<file path="config.mk">
export PLATFORM = sky130hd
export DESIGN_NAME = clk_ratio_divider
export DESIGN_NICKNAME = d
export VERILOG_FILES = /design/src/rtl/cdiv_pkg.sv /design/src/rtl/cdiv_ctrl.sv /design/src/rtl/cdiv_datapath.sv /design/src/rtl/clk_ratio_divider.sv
export SDC_FILE = /design/constraint.sdc
export NUM_CORES = 1
export LEC_CHECK = 0
export BUFFER_PORTS_ARGS = -buffer_cell sky130_fd_sc_hd__buf_2
export CAP_MARGIN = 20
export CELL_PAD_IN_SITES_DETAIL_PLACEMENT = 0
export CELL_PAD_IN_SITES_GLOBAL_PLACEMENT = 2
export CORE_MARGIN = 5
export CORE_UTILIZATION = 31
export DETAILED_ROUTE_END_ITERATION = 10
export GPL_ROUTABILITY_DRIVEN = 0
export GPL_TIMING_DRIVEN = 0
export PLACE_DENSITY_LB_ADDON = 0.1
export SYNTH_ARGS = -nofsm -noshare
export SYNTH_HDL_FRONTEND = slang
export SYNTH_HIERARCHICAL = 1
export SYNTH_SLANG_ARGS = --single-unit
</file>
<file path="constraint.sdc">
create_clock -name clk -period 2.4 [get_ports clk]
set_input_delay 0.24 -clock clk [delete_from_list [all_inputs] [get_ports clk]]
set_output_delay 0.24 -clock clk [all_outputs]
set_load 0.1 [all_outputs]
</file>
<file path="src/rtl/cdiv_pkg.sv">
package cdiv_pkg;

  typedef enum logic [1:0] {
    DEC_ZERO_BASED,
    DEC_ONE_BASED,
    DEC_POW2,
    DEC_MAX_AT_ZERO
  } decode_e;

  // Strobes from the register/decode control into the counting datapath
  typedef struct packed {
    logic ratioChange;   // decoded divisor differs from the one seen last cycle
  } cdiv_strobes_t;

  // Counter width large enough for the biggest divisor a mode can produce
  function automatic int cntWidth(decode_e mode, int fieldWidth);
    if (mode == DEC_POW2) return (1 << fieldWidth);
    return fieldWidth + 1;
  endfunction

endpackage

</file>
<file path="src/rtl/cdiv_ctrl.sv">
module cdiv_ctrl
  import cdiv_pkg::*;
#(
  parameter decode_e DECODE       = DEC_ZERO_BASED,
  parameter bit      ALLOW_ZERO   = 1'b0,
  parameter bit      MASKED_WRITE = 1'b0,
  parameter bit      READ_ONLY    = 1'b0,
  parameter int      FIELD_SHIFT  = 4,
  parameter int      FIELD_WIDTH  = 4,
  parameter int      CNT_W        = 5
) (
  input  logic                clk,
  input  logic                rstN,
  input  logic                wrEn,
  input  logic [31:0]         wrData,
  output logic [31:0]         rdData,
  output logic                errOut,
  output logic [CNT_W-1:0]    pendDiv,
  output cdiv_strobes_t       strb
);

  localparam int HALF_W = 16;

  logic [31:0]            ctrlReg;
  logic [31:0]            nextReg;
  logic                   wrAccept;
  logic [FIELD_WIDTH-1:0] field;
  logic [CNT_W-1:0]       decDiv;
  logic                   zeroInvalid;
  logic                   decBad;
  logic [CNT_W-1:0]       lastValidDiv;

  // ---------------- register write path ----------------
  assign wrAccept = wrEn && !READ_ONLY;

  generate
    if (MASKED_WRITE) begin : g_masked
      logic [HALF_W-1:0] bitEn;
      assign bitEn   = wrData[31:HALF_W];
      assign nextReg = {{HALF_W{1'b0}},
                        (ctrlReg[HALF_W-1:0] & ~bitEn) | (wrData[HALF_W-1:0] & bitEn)};
    end else begin : g_plain
      assign nextReg = wrData;
    end
  endgenerate

  always_ff @(posedge clk) begin
    if (!rstN)         ctrlReg <= '0;
    else if (wrAccept) ctrlReg <= nextReg;
  end

  assign rdData = ctrlReg;
  assign field  = ctrlReg[FIELD_SHIFT +: FIELD_WIDTH];

  // ---------------- field decode ----------------
  generate
    if (DECODE == DEC_ZERO_BASED) begin : g_zero
      assign decDiv      = CNT_W'(field) + CNT_W'(1);
      assign zeroInvalid = 1'b0;
    end else if (DECODE == DEC_ONE_BASED) begin : g_one
      assign decDiv      = (field == '0) ? CNT_W'(1) : CNT_W'(field);
      assign zeroInvalid = (field == '0);
    end else if (DECODE == DEC_POW2) begin : g_pow
      assign decDiv      = CNT_W'(1) << field;
      assign zeroInvalid = 1'b0;
    end else begin : g_maxz
      assign decDiv      = (field == '0) ? (CNT_W'(1) << FIELD_WIDTH) : CNT_W'(field);
      assign zeroInvalid = 1'b0;
    end
  endgenerate

  // A zero that is not a bypass is rejected; hold the previous divisor
  assign decBad  = zeroInvalid && !ALLOW_ZERO;
  assign pendDiv = decBad ? lastValidDiv : decDiv;
  assign errOut  = decBad;

  always_ff @(posedge clk) begin
    if (!rstN) lastValidDiv <= decBad ? CNT_W'(1) : decDiv;
    else       lastValidDiv <= pendDiv;
  end

  assign strb.ratioChange = (pendDiv != lastValidDiv);

endmodule

</file>
<file path="src/rtl/cdiv_datapath.sv">
module cdiv_datapath
  import cdiv_pkg::*;
#(
  parameter int CNT_W = 5
) (
  input  logic             clk,
  input  logic             rstN,
  input  logic [CNT_W-1:0] pendDiv,
  input  cdiv_strobes_t    strb,
  output logic             tickOut,
  output logic             clkOut
);

  logic [CNT_W-1:0] cnt;
  logic [CNT_W-1:0] activeDiv;
  logic             armed;
  logic             periodEnd;

  assign periodEnd = (cnt == activeDiv - CNT_W'(1));

  // The ratio is swapped only on the wrap of the counter
  always_ff @(posedge clk) begin
    if (!rstN) begin
      cnt       <= '0;
      activeDiv <= pendDiv;
      armed     <= 1'b0;
    end else if (periodEnd) begin
      cnt   <= '0;
      armed <= 1'b0;
      if (armed || strb.ratioChange) activeDiv <= pendDiv;
    end else begin
      cnt <= cnt + CNT_W'(1);
      if (strb.ratioChange) armed <= 1'b1;
    end
  end

  assign tickOut = periodEnd;
  assign clkOut  = (cnt < (activeDiv >> 1));

endmodule

</file>
<file path="src/rtl/clk_ratio_divider.sv">
module clk_ratio_divider
  import cdiv_pkg::*;
#(
  parameter decode_e DECODE       = DEC_ZERO_BASED,
  parameter bit      ALLOW_ZERO   = 1'b0,
  parameter bit      MASKED_WRITE = 1'b0,
  parameter bit      READ_ONLY    = 1'b0,
  parameter int      FIELD_SHIFT  = 4,
  parameter int      FIELD_WIDTH  = 4
) (
  input  logic        clk,
  input  logic        rstN,
  input  logic        wrEn,
  input  logic [31:0] wrData,
  output logic [31:0] rdData,
  output logic        tickOut,
  output logic        clkOut,
  output logic        errOut
);

  localparam int CNT_W = cntWidth(DECODE, FIELD_WIDTH);

  logic [CNT_W-1:0] pendDiv;
  cdiv_strobes_t    strb;

  cdiv_ctrl #(
    .DECODE(DECODE), .ALLOW_ZERO(ALLOW_ZERO), .MASKED_WRITE(MASKED_WRITE),
    .READ_ONLY(READ_ONLY), .FIELD_SHIFT(FIELD_SHIFT), .FIELD_WIDTH(FIELD_WIDTH),
    .CNT_W(CNT_W)
  ) u_ctl (
    .clk(clk), .rstN(rstN), .wrEn(wrEn), .wrData(wrData), .rdData(rdData),
    .errOut(errOut), .pendDiv(pendDiv), .strb(strb)
  );

  cdiv_datapath #(.CNT_W(CNT_W)) u_dp (
    .clk(clk), .rstN(rstN), .pendDiv(pendDiv), .strb(strb),
    .tickOut(tickOut), .clkOut(clkOut)
  );

endmodule

</file>
==> run summary, run 1 <==
outcome: finished, final reports clean
unrepaired setup endpoints after global routing: false
Synth async-reset ratio: 0%
CP endpoint: tickOut
DR iter-0 viols: 32
Worst Setup SP: u_dp/activeDiv[0]$_DFFE_PP_
layout cells sized above 1: 34.9%
Levels on crit path: 7
Tot GR Track Use: 10.5%
Mapped Cells: 176
DR WL/cell: 12.9 um
chip width: 91.7 um
critical path required time: 2.16 ns
Initial Util: 32.2%
Core Box Area: 6420 um2
Cell Rows: 29
DP Area: 2510 um2
Post-CTS Hold Buffers: 0
ANT nets after route: 0
list of most frequent post-synthesis cells: dfxtp_1 (43), mux2i_1 (32), nor2b_1 (32)
Final Hold Viols: 0
setup TNS: 0 ns
Worst R2R End: u_dp/activeDiv[0]$_DFFE_PP_
fin crit period: 2.26 ns
Port Buffers: 67
Clock Sink Count: 48
crit path DAT: 2.02 ns
crit end category: output pin
Root Buffer: clkbuf_8
postcts setup bufs: 0
Final Skew: 0.00795 ns
initial antenna violation count: 0
vias in the first global route: 1459
main area contributors after synthesis: dfxtp_1 (42%), mux2i_1 (15%), nor2b_1 (9.7%), edfxtp_1 (7.3%), xnor2_1 (3.8%)
CP peak stage delay: 0.39 ns
GRT overflow: 0
most used standard cell by instance count after synthesis: dfxtp_1
total number of vias: 1394
FF+latch count, synth: 48
hold_ws: 0.199 ns
R2R cell count: 6
flop2flop setup slack: 0.25 ns
fin. max-slew vios: 0
RR Startpoint: u_dp/activeDiv[0]$_DFFE_PP_
Synth top area share: 41.6%
Critical Path, Cell by Cell: inv_1 -> ha_1 -> xnor2_1 -> a211oi_2 -> o311ai_4 -> inv_4 -> buf_6
fin crit share: 94.3%
die area: 8400 um2
Overall Power: 2.03 mW
nets@finish: 291
Bufs and invs on worst path: 3
vias per inst: 4.28
fill cell total of the finished layout: 624
maximum VDD drop: 0.323 mV
Pwr Density: 778 nW/um2
final setup violation count: 0
CTS Buffer Depth: 2
Top FF cell, synth: dfxtp_1
TritonCTS clock tree: built
Critical-path top delay cell: edfxtp_1
Non-Filler Instances: 326
largest net degree at the start of global routing: 14
DRT Pass-1 Iters: 3
maxcap violations: 0
synthesized cell area: 2070 um2
hpwl dp: 3.17 mm
Critical Path Start Type: register
P&R area growth vs syn: 26.5%
IO Pins: 70
Skew-Pair Late Insertion Delay: 0.29 ns
Syn Area/Cell: 11.7 um2
number of synthesized flops with an enable pin: 5
syn_nets: 217
global-route wire length before repair: 7.09 mm
CTS Buf Count: 5
yosys warns: 6
Max Freq: 442 MHz
Residual DRC: 0
Setup CP Type: reg -> out
CTS clk-pin slew, worst paths: 0.09 ns
Leak: 1.28 nW
area leader, netlist: dfxtp_1
worst hold-check path type: in -> reg
sequential area share after synthesis: 48.9%
number of library cell types mapped by synthesis: 32
Total Routed Length: 4.21 mm
placed cell count: 320
Die Y: 91.7 um
critical-path maximum fanout: 6
CP delay by family, top: compound AO/OA/AOI/OAI gates
H-tree depth: 2
diode count: 0
final instance area: 2610 um2
[worst register-to-register path, delay by kind of cell (launching register included)]
family                     cells  cell delay (ns)
AOI/OAI and AO/OA              3             0.92
xor gates and xnor gates       1             0.14
adders and majority gates      1             0.30
buffers and inverters          1             0.06
DFF                            1             0.39
[timing repair]
action,in CTS,in global routing
gates cloned,0,0
hold endpoints to repair,0,0
gates resized for setup,1,2
setup endpoints to repair,1,2
pin swaps,0,1
[state kept, by name, summed over array words and instances (netlist names)]
name,count
u_dp/cnt,5
u_ctl/rdData,32
u_dp/armed,1
u_dp/activeDiv,5
u_ctl/lastValidDiv,5
[power breakdown]
group          switching [mW]  internal [mW]
Combinational           0.432          0.178
Sequential             0.0467          0.872
Clock                   0.247          0.257
Total                   0.726           1.31
[stage by stage]
stage	worst slack [ns]	utilization, %
floorplan	0.0227	-
global placement	0.231	39.1
global route	0.00664	40.7
finish	0.138	40.7
CTS	0.0429	40.6
detailed placement	0.233	39.1
[how the worst min path moves through the flow]
stage	cells after the start	to	from
floorplan	1	u_ctl/rdData[27]$_SDFFE_PN0P_	rstN
global placement	1	u_ctl/lastValidDiv[0]$_DFF_P_	u_ctl/rdData[4]$_SDFFE_PN0P_
detailed placement	1	u_ctl/lastValidDiv[0]$_DFF_P_	u_ctl/rdData[4]$_SDFFE_PN0P_
CTS	3	u_ctl/rdData[11]$_SDFFE_PN0P_	wrData[11]
global route	3	u_ctl/rdData[6]$_SDFFE_PN0P_	wrData[6]
finish	3	u_ctl/rdData[11]$_SDFFE_PN0P_	wrData[11]
[cells by family after synthesis]
kind of cell / count (synthesis) / synth area share [%]
xor+xnor: 16 / 7.87
simple gates: 51 / 15.9
mux: 32 / 15.5
flops: 48 / 48.9
compound gates: 7 / 3.75
buf+inv: 15 / 4.30
fa+ha+maj: 6 / 3.63
other cells: 1 / 0.181
[cell usage in the layout, fill, tap and decap left out, types with 2 or more instances in the layout]
master | netlist | routed
clkbuf_1 | 3 | 3
xor2_1 | 5 | 5
buf_4 | 2 | 2
ha_1 | 6 | 6
edfxtp_1 | 5 | 5
buf_6 | 3 | 4
xnor2_1 | 9 | 9
mux2i_1 | 32 | 32
nor2b_1 | 32 | 32
nand3_1 | 3 | 3
nor2_1 | 3 | 3
and3_1 | 4 | 4
dfxtp_1 | 43 | 43
nor3b_2 | 2 | 2
buf_2 | 0 | 65
a21o_1 | 2 | 2
inv_1 | 6 | 6
clkbuf_8 | 0 | 5
[final cells by class]
class / instances / area (um2) / share of cell area, %
buffer: 8 / 60.1 / 2.30
inverter: 7 / 28.8 / 1.10
clock buffer: 6 / 93.8 / 3.59
sequential: 48 / 1010 / 38.7
timing repair buffer: 67 / 344 / 13.2
tap: 77 / 96.3 / 3.69
multi-input combinational: 113 / 980 / 37.5
[metal layers]
layer	global-route usage, %	part of all wire, %
met1	12.8	44
met2	16.6	46
met3	5.48	9.1
met4	2.26	0.59
met5	0	0
(Power assumes the default switching activity.)
==> run 2, diff against run 1 <==
--- a/config.mk
+++ b/config.mk
@@ -9,11 +9,11 @@
 export CAP_MARGIN = 20
 export CELL_PAD_IN_SITES_DETAIL_PLACEMENT = 0
 export CELL_PAD_IN_SITES_GLOBAL_PLACEMENT = 2
-export CORE_MARGIN = 5
 export CORE_UTILIZATION = 31
 export DETAILED_ROUTE_END_ITERATION = 10
 export GPL_ROUTABILITY_DRIVEN = 0
 export GPL_TIMING_DRIVEN = 0
+export MAX_ROUTING_LAYER = met4
 export PLACE_DENSITY_LB_ADDON = 0.1
 export SYNTH_ARGS = -nofsm -noshare
 export SYNTH_HDL_FRONTEND = slang
==> run summary, run 2 (synthesis gave the netlist of run 1 again) <==
IO Pins: 70
fin crit share: 93.5%
postcts setup bufs: 0
Critical-path top delay cell: edfxtp_1
layout cells sized above 1: 35.1%
worst hold start: wrData[18]
Port Buffers: 67
critical-path maximum fanout: 6
Leak: 1.28 nW
crit path DAT: 2.00 ns
P&R area growth vs syn: 26.6%
Tot GR Track Use: 12.7%
final setup violation count: 0
most frequent cells in the layout: buf_2 (65), dfxtp_1 (43), mux2i_1 (32), nor2b_1 (32), xnor2_1 (9)
met3 GRT Util: 2.87%
GR Layer Usage met1: 15.0%
Sw Share: 36.7%
Gate power share: 30.2%
Die Y: 83.7 um
Sequential Power Share: 45.1%
Pwr Density: 778 nW/um2
global routing's busiest layer: met2
H-tree depth: 2
Final Skew: 0.00581 ns
CP peak stage delay: 0.47 ns
global-route wire length before repair: 6.78 mm
chip width: 83.7 um
Non-Filler Instances: 328
Root Buffer: clkbuf_8
crit end category: output pin
Max Freq: 445 MHz
RR Startpoint: u_dp/activeDiv[0]$_DFFE_PP_
hpwl dp: 2.89 mm
DRT Pass-1 Iters: 4
sw power: 0.747 mW
Final Hold Viols: 0
CTS clk-pin slew, worst paths: 0.09 ns
vias in the first global route: 1422
critical path required time: 2.16 ns
Clock power frac: 24.7%
internal power: 1.29 mW
GRT met2 Usage: 21.1%
Residual DRC: 0
diode count: 0
Setup CP Type: reg -> out
total number of vias: 1415
vias per inst: 4.31
Skew-Pair Late Insertion Delay: 0.30 ns
Total Routed Length: 3.98 mm
maximum VDD drop: 0.312 mV
CP dominant cell by count: a21o_1
Clock Sink Count: 48
CTS Buf Count: 5
outcome: finished, final reports clean
worst hold-check path type: in -> reg
fin crit period: 2.24 ns
Cell Rows: 29
DR iter-0 viols: 23
die area: 7000 um2
GRT overflow: 0
nets@finish: 291
initial antenna violation count: 0
DR WL/cell: 12.1 um
hold_ws: 0.194 ns
Critical Path, Cell by Cell: inv_1 -> ha_1 -> a21o_1 -> a21o_1 -> a211oi_4 -> clkbuf_4
TritonCTS clock tree: built
placed cell count: 320
Core Box Area: 6390 um2
setup TNS: 0 ns
CTS Buffer Depth: 2
Initial Util: 32.4%
unrepaired setup endpoints after global routing: false
Critical Path Start Type: register
fin. max-slew vios: 0
Worst Setup SP: u_dp/activeDiv[2]$_DFFE_PP_
ANT nets after route: 0
Final WS setup: 0.155 ns
pre-CTS setup slack: 0.266 ns
commonest non-fill, non-tap cell in the layout: buf_2
max reg flops: 32
Overall Power: 2.04 mW
largest net degree at the start of global routing: 15
maxcap violations: 0
## run 2: changes by cell type in the layout (fill, tap and decap cells not counted), sizes merged
cell / before / now
clkbuf: 10 / 11
inv: 7 / 8
## run 2: final timing paths
| kind | to | slack (ns) | cells past startpoint |
|---|---|---|---|
| hold / removal | u_ctl/rdData[18]$_SDFFE_PN0P_ | 0.19 | 3 |
| setup / recovery | clkOut | 0.16 | 6 |
| setup reg to reg | u_dp/activeDiv[1]$_DFFE_PP_ | 0.28 | 6 |
| hold reg to reg | u_ctl/lastValidDiv[0]$_DFF_P_ | 0.50 | 1 |
## run 2: power groups by stage
stage,Sequential [mW],Clock [mW],Combinational (mW)
after global placement,0.938,0,0.607
after CTS,0.920,0.534,0.613
after detailed placement,0.938,0,0.609
final,0.918,0.503,0.614
after floorplan,1.16,0,0.280
after global routing,0.928,0.558,0.653
## run 2: per-layer routing
layer / wire length [um] / up-vias
met5: 0 / -
met2: 1920 / 38
met1: 1830 / 638
li1: - / 732
met4: 66 / 0
met3: 155 / 7
## run 2: area by class of cell
cell class              instances  area, um2
well taps                      77       96.3
fillers                       656       3770
repair buffers                 67        348
flip-flops and latches         48       1010
clock buffers                   7       86.3
plain buffers                   8       60.1
inverters                       7       28.8
clock inverters                 1       6.26
multi-input cells             113        980
## run 2: worst max-delay path, delay by kind of cell (launching register included)
| kind | cells | cell delay [ns] |
|---|---|---|
| adder cells (fa/ha/maj) | 1 | 0.22 |
| flip-flops | 1 | 0.47 |
| buffers and inverters | 2 | 0.44 |
| AO/OA/AOI/OAI | 3 | 0.58 |
## run 2: through the flow
step | instance area [um2] | util [%]
finish | 2620 | 41.0
global route | 2620 | 41.0
CTS | 2610 | 40.8
detailed placement | 2510 | 39.3
global placement | 2510 | 39.3
floorplan | 2080 | -
## run 2: timing repair
item	4_1_cts	5_1_grt
cloned	0	0
hold buffers	0	0
gates resized for setup	1	3
setup endpoints to repair	1	2
==> run 3, diff against run 2 <==
--- a/config.mk
+++ b/config.mk
@@ -15,6 +15,7 @@
 export GPL_TIMING_DRIVEN = 0
 export MAX_ROUTING_LAYER = met4
 export PLACE_DENSITY_LB_ADDON = 0.1
+export REMOVE_ABC_BUFFERS = 1
 export SYNTH_ARGS = -nofsm -noshare
 export SYNTH_HDL_FRONTEND = slang
 export SYNTH_HIERARCHICAL = 1
==> run summary, run 3 (synthesis gave the netlist of run 1 again) <==
outcome: finished, final reports clean
WHS Path Cells: 3
die area: 7000 um2
Tot GR Track Use: 12.3%
Critical Path Start Type: register
Root Buffer: clkbuf_8
Worst R2R End: u_dp/activeDiv[4]$_DFFE_PP_
max reg flops: 32
largest net degree at the start of global routing: 40
worst hold-check path type: in -> reg
flop2flop setup slack: 0.27 ns
pre-CTS setup slack: 0.253 ns
fill cell total of the finished layout: 670
Leak: 1.25 nW
sw power: 0.738 mW
postcts setup bufs: 0
RR Startpoint: u_dp/activeDiv[0]$_DFFE_PP_
footprint of the multi-input gates: 967 um2
maxcap violations: 0
Final Skew: 0.00950 ns
internal power: 1.34 mW
Worst-Margin Slew: 0.971 ns
Clock power frac: 27.4%
fin crit share: 94.3%
vias per inst: 4.29
crit path DAT: 2.02 ns
CTS Buffer Depth: 2
hpwl dp: 2.77 mm
initial antenna violation count: 0
Sequential Power Share: 44.1%
layout cells sized above 1: 33.6%
Worst slew margin: 35.3%
DR WL/cell: 12.3 um
chip width: 83.7 um
Cell Rows: 29
nets@finish: 284
global-route wire length before repair: 6.62 mm
ANT nets after route: 0
CTS Buf Count: 5
critical-path maximum fanout: 6
maximum VDD drop: 0.313 mV
H-tree depth: 2
TritonCTS clock tree: built
DRT Pass-1 Iters: 4
final setup violation count: 0
hold endpoint: u_ctl/rdData[31]$_SDFFE_PN0P_
P&R area growth vs syn: 23.8%
Pwr Density: 812 nW/um2
critical path required time: 2.16 ns
Sw Share: 35.5%
Port Buffers: 68
Setup CP Type: reg -> out
R2R cell count: 6
IO Pins: 70
fin. max-slew vios: 0
vias in the first global route: 1401
Die Y: 83.7 um
DR iter-0 viols: 53
storage element area: 1010 um2
Clock Sink Count: 48
fin crit period: 2.26 ns
Total Routed Length: 3.93 mm
Residual DRC: 0
GRT overflow: 0
most frequent cells in the layout: buf_2 (66), dfxtp_1 (43), mux2i_1 (32), nor2b_1 (32), xnor2_1 (9)
CTS clk-pin slew, worst paths: 0.09 ns
final core occ: 40.1%
unrepaired setup endpoints after global routing: false
total number of vias: 1377
setup TNS: 0 ns
Final Hold Viols: 0
Max Freq: 442 MHz
crit end category: output pin
Final WS setup: 0.138 ns
Initial Util: 32.4%
commonest non-fill, non-tap cell in the layout: buf_2
Gate power share: 28.5%
Core Box Area: 6390 um2
worst hold start: wrData[31]
Skew-Pair Late Insertion Delay: 0.30 ns
diode count: 0
-- run 3: cell count changes in the layout (fill, tap and decap cells not counted), sizes merged --
cell	previous run	this run
buf	71	68
bufinv	0	1
clkbuf	11	5
clkinv	0	2
inv	8	7
-- run 3: worst max-delay path, stage by stage (launching register included) --
cell       delay (ns)
edfxtp_1         0.43
inv_1            0.08
ha_1             0.21
nand4bb_1        0.13
a211oi_2         0.31
o311ai_4         0.21
inv_4            0.12
buf_6            0.22
-- run 3: power by group through the flow --
stage | Sequential (mW) | Combinational (mW) | Clock, mW
2_1_floorplan | 1.16 | 0.246 | 0
3_3_place_gp | 0.936 | 0.588 | 0
3_5_place_dp | 0.937 | 0.590 | 0
4_1_cts | 0.919 | 0.593 | 0.595
5_1_grt | 0.927 | 0.628 | 0.626
6_report | 0.917 | 0.592 | 0.570
-- run 3: layout make-up --
cell class,count,share of cell area (%)
Clock buffer,5,2.69
Inverter,7,1.12
Timing Repair Buffer,68,13.6
Multi-Input combinational cell,113,37.8
Clock inverter,3,1.47
Tap cell,77,3.77
Sequential cell,48,39.5
-- run 3: through the flow --
step	cells	hold slack [ns]	area (um2)	power, mW
3_3_place_gp	313	0.490	2440	1.52
5_1_grt	321	0.187	2560	2.18
6_report	321	0.197	2560	2.08
4_1_cts	321	0.187	2550	2.11
3_5_place_dp	313	0.494	2440	1.53
2_1_floorplan	168	0.368	2010	1.40
-- run 3: timing repair --
action,4_1_cts,5_1_grt
gates cloned,0,0
pin swaps,0,0
hold buffers,0,0
resized for setup,1,3
endpoints found under the setup margin,1,2
-- run 3: layer usage --
metal	vias to the layer above	part of all wire (%)	global-route usage (%)
met5	-	0	-
li1	721	-	-
met4	0	1.3	4.16
met1	605	46	14.1
met3	5	5.7	3.76
met2	46	47	20.3
-- run 3: how the worst max path moves through the flow --
stage,slack [ns],from,depth (start not counted),endpoint
global route,0.02,u_dp/activeDiv[0]$_DFFE_PP_,7,tickOut
CTS,0.04,u_dp/activeDiv[2]$_DFFE_PP_,6,clkOut
finish,0.14,u_dp/activeDiv[0]$_DFFE_PP_,7,tickOut
floorplan,-1.13,u_dp/activeDiv[2]$_DFFE_PP_,5,clkOut
global placement,0.25,u_dp/activeDiv[0]$_DFFE_PP_,7,tickOut
detailed placement,0.25,u_dp/activeDiv[0]$_DFFE_PP_,7,tickOut
